<file path="src/rtl/spi_pkg.sv">
package spi_pkg;
  parameter int DATA_W = 8;
  parameter int ADDR_W = 2;
  parameter int SYNC_N = 2;
  parameter int DIV_W  = 7;

  localparam logic [ADDR_W-1:0] A_CTRL = 2'd0;
  localparam logic [ADDR_W-1:0] A_STAT = 2'd1;
  localparam logic [ADDR_W-1:0] A_DATA = 2'd2;

  typedef struct packed {
    logic       ie;
    logic       en;
    logic       lsb;
    logic       mstr;
    logic [1:0] rsv;
    logic [1:0] rate;
  } ctrl_t;

  localparam logic [7:0] CTRL_MASK = 8'hF3;
endpackage

</file>
<file path="src/rtl/spi_sync.sv">
module spi_sync #(
  parameter int          STAGES  = 2,
  parameter int          WIDTH   = 1,
  parameter logic [WIDTH-1:0] RST_VAL = '0
) (
  input  logic             clk_i,
  input  logic             rst_ni,
  input  logic [WIDTH-1:0] d_i,
  output logic [WIDTH-1:0] q_o,
  output logic [WIDTH-1:0] q_prev_o
);
  logic [WIDTH-1:0] st_q [STAGES+1];

  for (genvar i = 0; i <= STAGES; i++) begin : g_stage
    always_ff @(posedge clk_i or negedge rst_ni) begin
      if (!rst_ni)    st_q[i] <= RST_VAL;
      else if (i == 0) st_q[i] <= d_i;
      else            st_q[i] <= st_q[i-1];
    end
  end

  assign q_o      = st_q[STAGES-1];
  assign q_prev_o = st_q[STAGES];
endmodule

</file>
<file path="src/rtl/spi_clk_div.sv">
module spi_clk_div #(
  parameter int DIV_W = 7
) (
  input  logic       clk_i,
  input  logic       rst_ni,
  input  logic       run_i,
  input  logic       dbl_i,
  input  logic [1:0] rate_i,
  output logic       tick_o
);
  logic [2:0]       lg;
  logic [DIV_W-1:0] half;
  logic [DIV_W-1:0] cnt_q;

  // lg = log2(sck period in clocks)
  always_comb begin
    unique case (rate_i)
      2'd0:    lg = 3'd2;
      2'd1:    lg = 3'd4;
      2'd2:    lg = 3'd6;
      default: lg = 3'd7;
    endcase
    lg   = lg - {2'b00, dbl_i};
    half = DIV_W'(1) << (lg - 3'd1);
  end

  assign tick_o = run_i && (cnt_q == half - DIV_W'(1));

  always_ff @(posedge clk_i or negedge rst_ni) begin
    if (!rst_ni)              cnt_q <= '0;
    else if (!run_i || tick_o) cnt_q <= '0;
    else                      cnt_q <= cnt_q + DIV_W'(1);
  end
endmodule

</file>
<file path="src/rtl/spi_shift.sv">
module spi_shift
  import spi_pkg::*;
(
  input  logic              clk_i,
  input  logic              rst_ni,
  input  logic              en_i,
  input  logic              master_i,
  input  logic              lsb_i,
  input  logic              tick_i,
  input  logic              abort_i,
  input  logic              load_i,
  input  logic [DATA_W-1:0] load_data_i,
  input  logic              sck_i,
  input  logic              mosi_i,
  input  logic              miso_i,
  input  logic              ss_ni,
  output logic              run_o,
  output logic              busy_o,
  output logic              done_o,
  output logic [DATA_W-1:0] rx_o,
  output logic              sck_o,
  output logic              sdo_o,
  output logic              ss_lvl_o
);
  localparam int CNT_W = $clog2(DATA_W);
  localparam logic [CNT_W-1:0] LAST = CNT_W'(DATA_W - 1);

  logic [DATA_W-1:0] sh_q;
  logic [CNT_W-1:0]  cnt_q;
  logic              sck_q, mbusy_q, sframe_q, lat_q;
  logic [2:0]        syn, syn_prev;
  logic              sck_s, mosi_s, ss_s, s_rise, s_fall, s_act, in_bit;
  logic              m_last, s_last;

  spi_sync #(.STAGES(SYNC_N), .WIDTH(3), .RST_VAL(3'b100)) u_sync (
    .clk_i   (clk_i),
    .rst_ni  (rst_ni),
    .d_i     ({ss_ni, sck_i, mosi_i}),
    .q_o     (syn),
    .q_prev_o(syn_prev)
  );

  assign ss_s   = syn[2];
  assign sck_s  = syn[1];
  assign mosi_s = syn[0];
  assign s_rise = sck_s & ~syn_prev[1];
  assign s_fall = ~sck_s & syn_prev[1];
  assign s_act  = en_i & ~master_i & ~ss_s;

  function automatic logic [DATA_W-1:0] shift_in(input logic [DATA_W-1:0] v,
                                                 input logic b, input logic lsb);
    return lsb ? {b, v[DATA_W-1:1]} : {v[DATA_W-2:0], b};
  endfunction

  assign in_bit = master_i ? miso_i : lat_q;
  assign rx_o   = shift_in(sh_q, in_bit, lsb_i);
  assign m_last = en_i & master_i & mbusy_q & ~abort_i & tick_i & sck_q & (cnt_q == LAST);
  assign s_last = s_act & sframe_q & s_fall & (cnt_q == LAST);

  always_ff @(posedge clk_i or negedge rst_ni) begin
    if (!rst_ni) begin
      sh_q <= '0; cnt_q <= '0; sck_q <= 1'b0;
      mbusy_q <= 1'b0; sframe_q <= 1'b0; lat_q <= 1'b0;
    end else if (!en_i) begin
      cnt_q <= '0; sck_q <= 1'b0; mbusy_q <= 1'b0; sframe_q <= 1'b0;
    end else if (master_i) begin
      sframe_q <= 1'b0;
      if (abort_i) begin
        mbusy_q <= 1'b0; sck_q <= 1'b0; cnt_q <= '0;
      end else if (!mbusy_q) begin
        sck_q <= 1'b0;
        cnt_q <= '0;
        if (load_i) begin
          sh_q    <= load_data_i;
          mbusy_q <= 1'b1;
        end
      end else if (tick_i) begin
        if (!sck_q) sck_q <= 1'b1;
        else begin
          // late capture: miso sampled at the end of the high phase
          sck_q <= 1'b0;
          sh_q  <= rx_o;
          if (cnt_q == LAST) begin
            cnt_q   <= '0;
            mbusy_q <= 1'b0;
          end else cnt_q <= cnt_q + CNT_W'(1);
        end
      end
    end else begin
      mbusy_q <= 1'b0;
      sck_q   <= 1'b0;
      if (!s_act) begin
        sframe_q <= 1'b0;
        cnt_q    <= '0;
      end else if (s_rise) begin
        lat_q    <= mosi_s;
        sframe_q <= 1'b1;
      end else if (s_fall && sframe_q) begin
        sh_q <= rx_o;
        if (cnt_q == LAST) begin
          cnt_q    <= '0;
          sframe_q <= 1'b0;
        end else cnt_q <= cnt_q + CNT_W'(1);
      end
      if (load_i && !sframe_q) sh_q <= load_data_i;
    end
  end

  assign run_o    = mbusy_q;
  assign busy_o   = mbusy_q | sframe_q;
  assign done_o   = m_last | s_last;
  assign sck_o    = sck_q;
  assign sdo_o    = lsb_i ? sh_q[0] : sh_q[DATA_W-1];
  assign ss_lvl_o = ss_s;
endmodule

</file>
<file path="src/rtl/spi_flags.sv">
module spi_flags (
  input  logic clk_i,
  input  logic rst_ni,
  input  logic done_i,
  input  logic modf_i,
  input  logic coll_i,
  input  logic stat_rd_i,
  input  logic data_acc_i,
  input  logic ack_i,
  output logic tc_o,
  output logic wcol_o
);
  logic arm_tc_q, arm_wcol_q;

  always_ff @(posedge clk_i or negedge rst_ni) begin
    if (!rst_ni) begin
      tc_o <= 1'b0; wcol_o <= 1'b0; arm_tc_q <= 1'b0; arm_wcol_q <= 1'b0;
    end else begin
      if (stat_rd_i) begin
        arm_tc_q   <= tc_o;
        arm_wcol_q <= wcol_o;
      end else if (data_acc_i) begin
        arm_tc_q   <= 1'b0;
        arm_wcol_q <= 1'b0;
      end
      // later assignments win: set beats clear
      if ((data_acc_i && arm_tc_q) || ack_i) tc_o <= 1'b0;
      if (done_i || modf_i)                  tc_o <= 1'b1;
      if (data_acc_i && arm_wcol_q)          wcol_o <= 1'b0;
      if (coll_i)                            wcol_o <= 1'b1;
    end
  end
endmodule

</file>
<file path="src/rtl/spi_ctrl.sv">
module spi_ctrl
  import spi_pkg::*;
(
  input  logic              clk_i,
  input  logic              rst_ni,
  input  logic [ADDR_W-1:0] addr_i,
  input  logic              wr_i,
  input  logic              rd_i,
  input  logic [7:0]        wdata_i,
  output logic [7:0]        rdata_o,
  output logic              irq_o,
  input  logic              irq_ack_i,
  input  logic              gie_i,
  input  logic              sck_i,
  output logic              sck_o,
  output logic              master_o,
  input  logic              mosi_i,
  output logic              mosi_o,
  input  logic              miso_i,
  output logic              miso_o,
  input  logic              ss_ni,
  input  logic              ss_in_i
);
  ctrl_t             ctrl_q;
  logic              dbl_q;
  logic [DATA_W-1:0] rxbuf_q, rx;
  logic              sel_ctrl, sel_stat, sel_data;
  logic              tick, run, busy, done, sdo, ss_lvl, modf, coll, load;
  logic              tc, wcol;

  assign sel_ctrl = addr_i == A_CTRL;
  assign sel_stat = addr_i == A_STAT;
  assign sel_data = addr_i == A_DATA;

  assign modf = ctrl_q.en & ctrl_q.mstr & ss_in_i & ~ss_lvl;
  assign coll = wr_i & sel_data & busy;
  assign load = wr_i & sel_data & ~busy;

  always_ff @(posedge clk_i or negedge rst_ni) begin
    if (!rst_ni) begin
      ctrl_q  <= '0;
      dbl_q   <= 1'b0;
      rxbuf_q <= '0;
    end else begin
      if (wr_i && sel_ctrl) ctrl_q <= ctrl_t'(wdata_i & CTRL_MASK);
      if (wr_i && sel_stat) dbl_q  <= wdata_i[0];
      if (modf)             ctrl_q.mstr <= 1'b0;
      if (done)             rxbuf_q <= rx;
    end
  end

  spi_clk_div #(.DIV_W(DIV_W)) u_div (
    .clk_i (clk_i),
    .rst_ni(rst_ni),
    .run_i (run),
    .dbl_i (dbl_q),
    .rate_i(ctrl_q.rate),
    .tick_o(tick)
  );

  spi_shift u_shift (
    .clk_i      (clk_i),
    .rst_ni     (rst_ni),
    .en_i       (ctrl_q.en),
    .master_i   (ctrl_q.mstr),
    .lsb_i      (ctrl_q.lsb),
    .tick_i     (tick),
    .abort_i    (modf),
    .load_i     (load),
    .load_data_i(wdata_i),
    .sck_i      (sck_i),
    .mosi_i     (mosi_i),
    .miso_i     (miso_i),
    .ss_ni      (ss_ni),
    .run_o      (run),
    .busy_o     (busy),
    .done_o     (done),
    .rx_o       (rx),
    .sck_o      (sck_o),
    .sdo_o      (sdo),
    .ss_lvl_o   (ss_lvl)
  );

  spi_flags u_flags (
    .clk_i     (clk_i),
    .rst_ni    (rst_ni),
    .done_i    (done),
    .modf_i    (modf),
    .coll_i    (coll),
    .stat_rd_i (rd_i & sel_stat),
    .data_acc_i((rd_i | wr_i) & sel_data),
    .ack_i     (irq_ack_i),
    .tc_o      (tc),
    .wcol_o    (wcol)
  );

  always_comb begin
    unique case (addr_i)
      A_CTRL:  rdata_o = ctrl_q;
      A_STAT:  rdata_o = {tc, wcol, 5'b0, dbl_q};
      A_DATA:  rdata_o = rxbuf_q;
      default: rdata_o = 8'h00;
    endcase
  end

  assign irq_o    = tc & ctrl_q.ie & gie_i;
  assign master_o = ctrl_q.en & ctrl_q.mstr;
  assign mosi_o   = sdo;
  assign miso_o   = sdo;
endmodule

</file>
<file path="config.mk">
export PLATFORM = sky130hd
export DESIGN_NAME = spi_ctrl
export DESIGN_NICKNAME = d
export VERILOG_FILES = /design/src/rtl/spi_pkg.sv /design/src/rtl/spi_sync.sv /design/src/rtl/spi_clk_div.sv /design/src/rtl/spi_shift.sv /design/src/rtl/spi_flags.sv /design/src/rtl/spi_ctrl.sv
export SDC_FILE = /design/constraint.sdc
export NUM_CORES = 1
export LEC_CHECK = 0
export ABC_CLOCK_PERIOD_IN_PS = 3800
export BUFFER_PORTS_ARGS = -buffer_cell sky130_fd_sc_hd__buf_2
export CORE_MARGIN = 5
export CORE_UTILIZATION = 47
export CTS_CLUSTER_SIZE = 40
export DETAILED_ROUTE_END_ITERATION = 12
export PLACE_DENSITY = 0.69
export SLEW_MARGIN = 0
export SYNTH_ARGS = -nofsm -noshare
export SYNTH_HDL_FRONTEND = slang
export SYNTH_HIERARCHICAL = 1
export SYNTH_SLANG_ARGS = --single-unit
</file>
<file path="constraint.sdc">
create_clock -name clk_i -period 3.8 [get_ports clk_i]
set_clock_uncertainty 0.1 [all_clocks]
set_input_delay 0.76 -clock clk_i [delete_from_list [all_inputs] [get_ports clk_i]]
set_output_delay 0.76 -clock clk_i [all_outputs]
set_load 0.005 [all_outputs]
</file>
==> results.toml, run 1 <==
[outcome]
outcome = "finished clean"

[clock_tree]
cts.sinks = 48
cts_buffer_depth = 2
clk_pin_slew_ns = 0.08
tritoncts = "done"
cts_inserted_buffers = 5
worst_skew_pair.late_latency_ns = 0.29
clockRootBuffer = "clkbuf_8"
htree_num_levels = 2

[critical_path]
crit-reg2reg-launch = "ctrl_q[0]$_DFFE_PN0P_"
timing_worst_setup_path_type = "flip-flop to flip-flop"
worst_r2r_path_depth = 19
critical_path_peak_fanout = 8
crit_required_ns = 3.88
setup.worst_path.start_class = "flip-flop"
arrival_time_reported_for_the_critical_path_endpoint_ns = 3.69
worstReg2RegEnd = "u_shift/sh_q[1]$_DFFE_PN0P_"
register_to_register_setup_slack_ns = 0.19
timing.critical_path.to_type = "flip-flop"

[worst_hold_path]
min_from = "u_shift/u_sync/st_q[7]$_DFF_PN0_"
hold_end = "u_shift/u_sync/q_o[1]$_DFF_PN0_"
worst_hold_path_type = "flip-flop to flip-flop"
worst_hold_path.num_cells = 0

[finish]
synth_to_final_area_change_pct = 16.4
num-fill-cells = 516
layout.nets = 323
layout_commonest_cell = "dfrtp_1"
num_antenna_cells = 0
multi_input_area_um2 = 1700
final_cell_mix = "dfrtp_1 (46), buf_2 (33), mux2_2 (16)"
drive_gt1_frac = 0.338
layout.area.seq_um2 = 1200

[placement]
dp_slack_ns = 0.00710
port_buffers = 33
detailed_place_hpwl_um = 4330
gp_congestion = 0.820

[global_route]
track_usage = 0.170
grt_max_degree = 49
grt_pass1_vias = 2070
antenna_violations_before_repair = 0
global_route.overflow_total = 0
grt_first_pass_wirelength_um = 10300

[sta]
timing.setup.tns_ns = 0
worst_slew_margin_rel = 0.302
maxSlewViolCount = 0
minimum_period_implied_by_the_final_worst_setup_slack_ns = 3.61
setup_ws_ns = 0.192
hold_viol = 0
post-route-period-util = 0.950
final_count_of_negative_setup_slack_endpoints = 0
fmax_mhz = 277
rsz0062_at_grt = "no"
worst_pin_slew_ns = 1.05

[yosys]
synthesis.nets = 290
synth.yosys.warnings = 6
syn-mean-instance-area_um2 = 11.1
synthesis.instances = 262
syn_area_um2 = 2910

[pwr]
ir_drop_mv = 0.262
powerDensity_nw_per_um2 = 480
p_leak_nw = 1.58

[floorplan]
floorplan.initialDensity = 0.489
rows = 28
floorplan.die.height_um = 88.7
pin_count = 34
dieArea_um2 = 7870
die-width_um = 88.7
fp.coreArea_um2 = 5960

[route]
detail_route.wirelength_um = 6010
drt_iter0_drc = 58
vias = 2049
routed_wl_per_cell_um = 16.2
drc_violations = 0
routed_via_density = 5.52
first_pass_iteration_count_of_the_detailed_router = 4
drtAntennaViolNets = 0

[flow_run]
max_cap_violations = 0
-- flip-flops by register name, indices dropped and copies added (netlist names) --
signal	count
u_flags/tc_o	1
rxbuf_q	8
u_shift/sck_o	1
u_flags/arm_tc_q	1
u_shift/run_o	1
u_shift/u_sync/st_q	3
u_shift/u_sync/q_o	3
ctrl_q	6
u_flags/arm_wcol_q	1
u_div/cnt_q	7
u_shift/sh_q	8
u_shift/sframe_q	1
u_shift/u_sync/q_prev_o	1
u_shift/lat_q	1
dbl_q	1
u_shift/cnt_q	3
u_flags/wcol_o	1
-- how the worst max path moves through the flow --
| stage | start | endpoint | slack (ns) |
|---|---|---|---|
| final | ctrl_q[0]$_DFFE_PN0P_ | u_shift/sh_q[1]$_DFFE_PN0P_ | 0.19 |
| after global placement | ctrl_q[1]$_DFFE_PN0P_ | u_shift/sh_q[7]$_DFFE_PN0P_ | 0.1 |
| after CTS | ctrl_q[1]$_DFFE_PN0P_ | u_shift/sh_q[1]$_DFFE_PN0P_ | 0.08 |
| after detailed placement | ctrl_q[1]$_DFFE_PN0P_ | u_shift/sh_q[6]$_DFFE_PN0P_ | 0.007 |
| after floorplan | ctrl_q[0]$_DFFE_PN0P_ | u_shift/sh_q[0]$_DFFE_PN0P_ | -0.05 |
| after global routing | ctrl_q[0]$_DFFE_PN0P_ | u_shift/sh_q[4]$_DFFE_PN0P_ | 0.005 |
-- repair_timing --
item                       4_1_cts  5_1_grt
gates resized for setup          0        5
setup buffers                    1        1
pin swaps                        1        4
hold buffers                     0        0
setup endpoints to repair        8       16
-- routing by layer --
metal  part of all wire  track usage  wire length (um)
met3              0.029       0.0307               176
met5                  0            0                 0
met2               0.48        0.264              2870
met1               0.48        0.239              2880
met4              0.015       0.0577                88
-- stage by stage --
step	cells	power (mW)	cell area, um^2	hold slack (ns)	util
finish	371	1.63	3390	0.252	0.569
global route	371	1.74	3390	0.261	0.569
CTS	370	1.62	3350	0.257	0.563
detailed placement	361	1.30	3240	0.236	0.545
global placement	361	1.30	3240	0.233	0.545
floorplan	262	1.16	3050	0.231	-
-- power breakdown --
part | internal [mW] | leakage (nW) | switching, mW | total, mW
Sequential | 0.589 | 0.620 | 0.0844 | 0.674
Clock | 0.148 | 0.0455 | 0.155 | 0.303
Combinational | 0.347 | 0.916 | 0.303 | 0.650
Total | 1.08 | 1.58 | 0.542 | 1.63
-- critical path, cell delays in order (launching register included) --
cell and delay, ns:
dfrtp_1 0.37, and2_4 0.16, ha_4 0.12, inv_2 0.03, ha_4 0.15, or3_4 0.35, nand2_4 0.07, nand3_2 0.09
ha_4 0.20, nor3b_2 0.18, a22o_1 0.16, a31o_1 0.14, xor2_2 0.19, nor3_4 0.05, and3_4 0.20, and2_4 0.15
mux2i_4 0.16, a2bb2oi_4 0.17, buf_12 0.15, mux2_4 0.29
-- cell type report --
class,count,area share
Inverter,12,0.0133
Multi-Input combinational cell,186,0.501
Tap cell,75,0.0277
Sequential cell,48,0.355
Clock buffer,8,0.0266
Timing Repair Buffer,42,0.0761
Power figures use the tool's default switching activity.
==> run 2, diff against run 1 <==
==> constraint.sdc (replaced) <==
create_clock -name clk_i -period 3.8 [get_ports clk_i]
set_clock_uncertainty 0.1 [all_clocks]
set_input_delay 0.19 -clock clk_i [delete_from_list [all_inputs] [get_ports clk_i]]
set_output_delay 0.19 -clock clk_i [all_outputs]
set_load 0.005 [all_outputs]
==> results.toml, run 2 (synthesis results as in run 1) <==
[outcome]
outcome = "finished with violations"
violations_in_the_final_reports = "negative hold slack"

[placement]
place_area_um2 = 3240
gp_congestion = 0.820
dp_slack_ns = 0.00710
port_buffers = 33
detailed_place_hpwl_um = 4330
dpl.cell_count = 361

[pwr]
p_leak_nw = 1.59
power.total_mw = 1.63
powerDensity_nw_per_um2 = 477
ir_drop_mv = 0.262

[critical_path]
critical_path_peak_fanout = 8
worst_path_most_repeated_cell = "ha_4"
timing.critical_path.cells = "and2_4 > ha_4 > inv_2 > ha_4 > or3_4 > nand2_4 > nand3_2 > ha_4 > nor3b_2 > a22o_1 > a31o_1 > xor2_2 > nor3_4 > and3_4 > and2_4 > mux2i_4 > a2bb2oi_4 > buf_12 > mux2_4"
worst_path_max_stage_delay_ns = 0.37
crit_path_top_delay_cell = "dfrtp_1"
critPathBufInv = 2
worstSetupPathDepth = 19
timing_worst_setup_path_type = "flip-flop to flip-flop"
worst_path_dominant_cell_family = "simple AND/OR/NAND/NOR gates"
setup.worst_path.start_class = "flip-flop"
worst_r2r_path_depth = 19
timing.critical_path.to_type = "flip-flop"
crit_required_ns = 3.88
arrival_time_reported_for_the_critical_path_endpoint_ns = 3.69

[finish]
layout_commonest_cell = "dfrtp_1"
layout.nets = 326
synth_to_final_area_change_pct = 17.4
top_regs = "rxbuf_q: 8 flops, u_shift/sh_q: 8 flops, u_div/cnt_q: 7 flops"
num-fill-cells = 512
num_antenna_cells = 0
final_util = 0.574
design_area_um2 = 3420
drive_gt1_frac = 0.334
final_cell_mix = "dfrtp_1 (46), buf_2 (33), mux2_2 (16)"
final_cell_count_no_fill = 374

[sta]
hold-worst-slack_ns = -0.0180
final_count_of_negative_setup_slack_endpoints = 0
worst_slew_margin_rel = 0.298
post-route-period-util = 0.950
timing.setup.tns_ns = 0
setup_ws_ns = 0.192
rsz0062_at_grt = "no"
hold_viol = 30
fmax_mhz = 277
maxSlewViolCount = 0
worst_pin_slew_ns = 1.05
minimum_period_implied_by_the_final_worst_setup_slack_ns = 3.61

[floorplan]
floorplan.die.height_um = 88.7
dieArea_um2 = 7870
fp.coreArea_um2 = 5960
floorplan.initialDensity = 0.489
pin_count = 34
die-width_um = 88.7
rows = 28

[global_route]
grt_first_pass_wirelength_um = 10400
grt_pass1_vias = 2086
groute.layer.met3.usage = 0.0307
global_route.overflow_total = 0
grt_max_degree = 49
grt.met2_usage = 0.267
track_usage = 0.171
grt_busiest_layer = "met2"
antenna_violations_before_repair = 0
met1_track_demand_over_resource = 0.241

[clock_tree]
htree_num_levels = 2
cts.sinks = 48
worst_skew_pair.late_latency_ns = 0.29
tritoncts = "done"
cts_buffer_depth = 2
clockRootBuffer = "clkbuf_8"
clk_pin_slew_ns = 0.08
cts_inserted_buffers = 5

[route]
routed_via_density = 5.55
drtAntennaViolNets = 0
detail_route.wirelength_um = 6080
drc_violations = 0
drt_iter0_drc = 71
vias = 2077
first_pass_iteration_count_of_the_detailed_router = 4
routed_wl_per_cell_um = 16.3

[worst_hold_path]
worst_hold_path_type = "input port to asynchronous set/reset pin"

[flow_run]
max_cap_violations = 0
## run 2: changes by cell type in the layout (fill, tap and decap cells not counted)
cell and delta:
dlygate4sd3_1 +3
## run 2: final cells by class
type	instances	area, um^2	share of cell area
well taps	75	93.8	0.0275
inverters	12	45.0	0.0132
multi-input cells	186	1700	0.497
repair buffers	45	288	0.0842
flip-flops and latches	48	1200	0.352
clock buffers	8	90.1	0.0264
## run 2: where the power goes
part	internal (mW)	switching, mW	total, mW	leakage [nW]
clock	0.148	0.155	0.304	0.0455
sequential	0.589	0.0836	0.673	0.620
combinational	0.349	0.303	0.652	0.928
total	1.09	0.542	1.63	1.59
## run 2: what timing repair did
item,in CTS,in global routing
buffers inserted,1,1
gates resized for setup,0,5
setup endpoints to repair,8,16
hold buffers,3,0
pin swaps,1,4
hold endpoints to repair,3,0
## run 2: worst paths after layout
kind	start	to	slack [ns]
min in group clk_i	wdata_i[5]	ctrl_q[5]$_DFFE_PN0P_	0.04
max in group asynchronous	rst_ni	u_shift/sh_q[2]$_DFFE_PN0P_	2.97
max	ctrl_q[0]$_DFFE_PN0P_	u_shift/sh_q[4]$_DFFE_PN0P_	0.19
max reg2reg	ctrl_q[0]$_DFFE_PN0P_	u_shift/sh_q[4]$_DFFE_PN0P_	0.19
min reg2reg	u_shift/u_sync/st_q[7]$_DFF_PN0_	u_shift/u_sync/q_o[1]$_DFF_PN0_	0.25
min	rst_ni	u_shift/u_sync/st_q[7]$_DFF_PN0_	-0.02
## run 2: routing by layer
metal	vias up	routed length, um
met5	-	0
met4	0	88
met3	5	226
met2	35	2920
met1	1015	2850
li1	1022	-
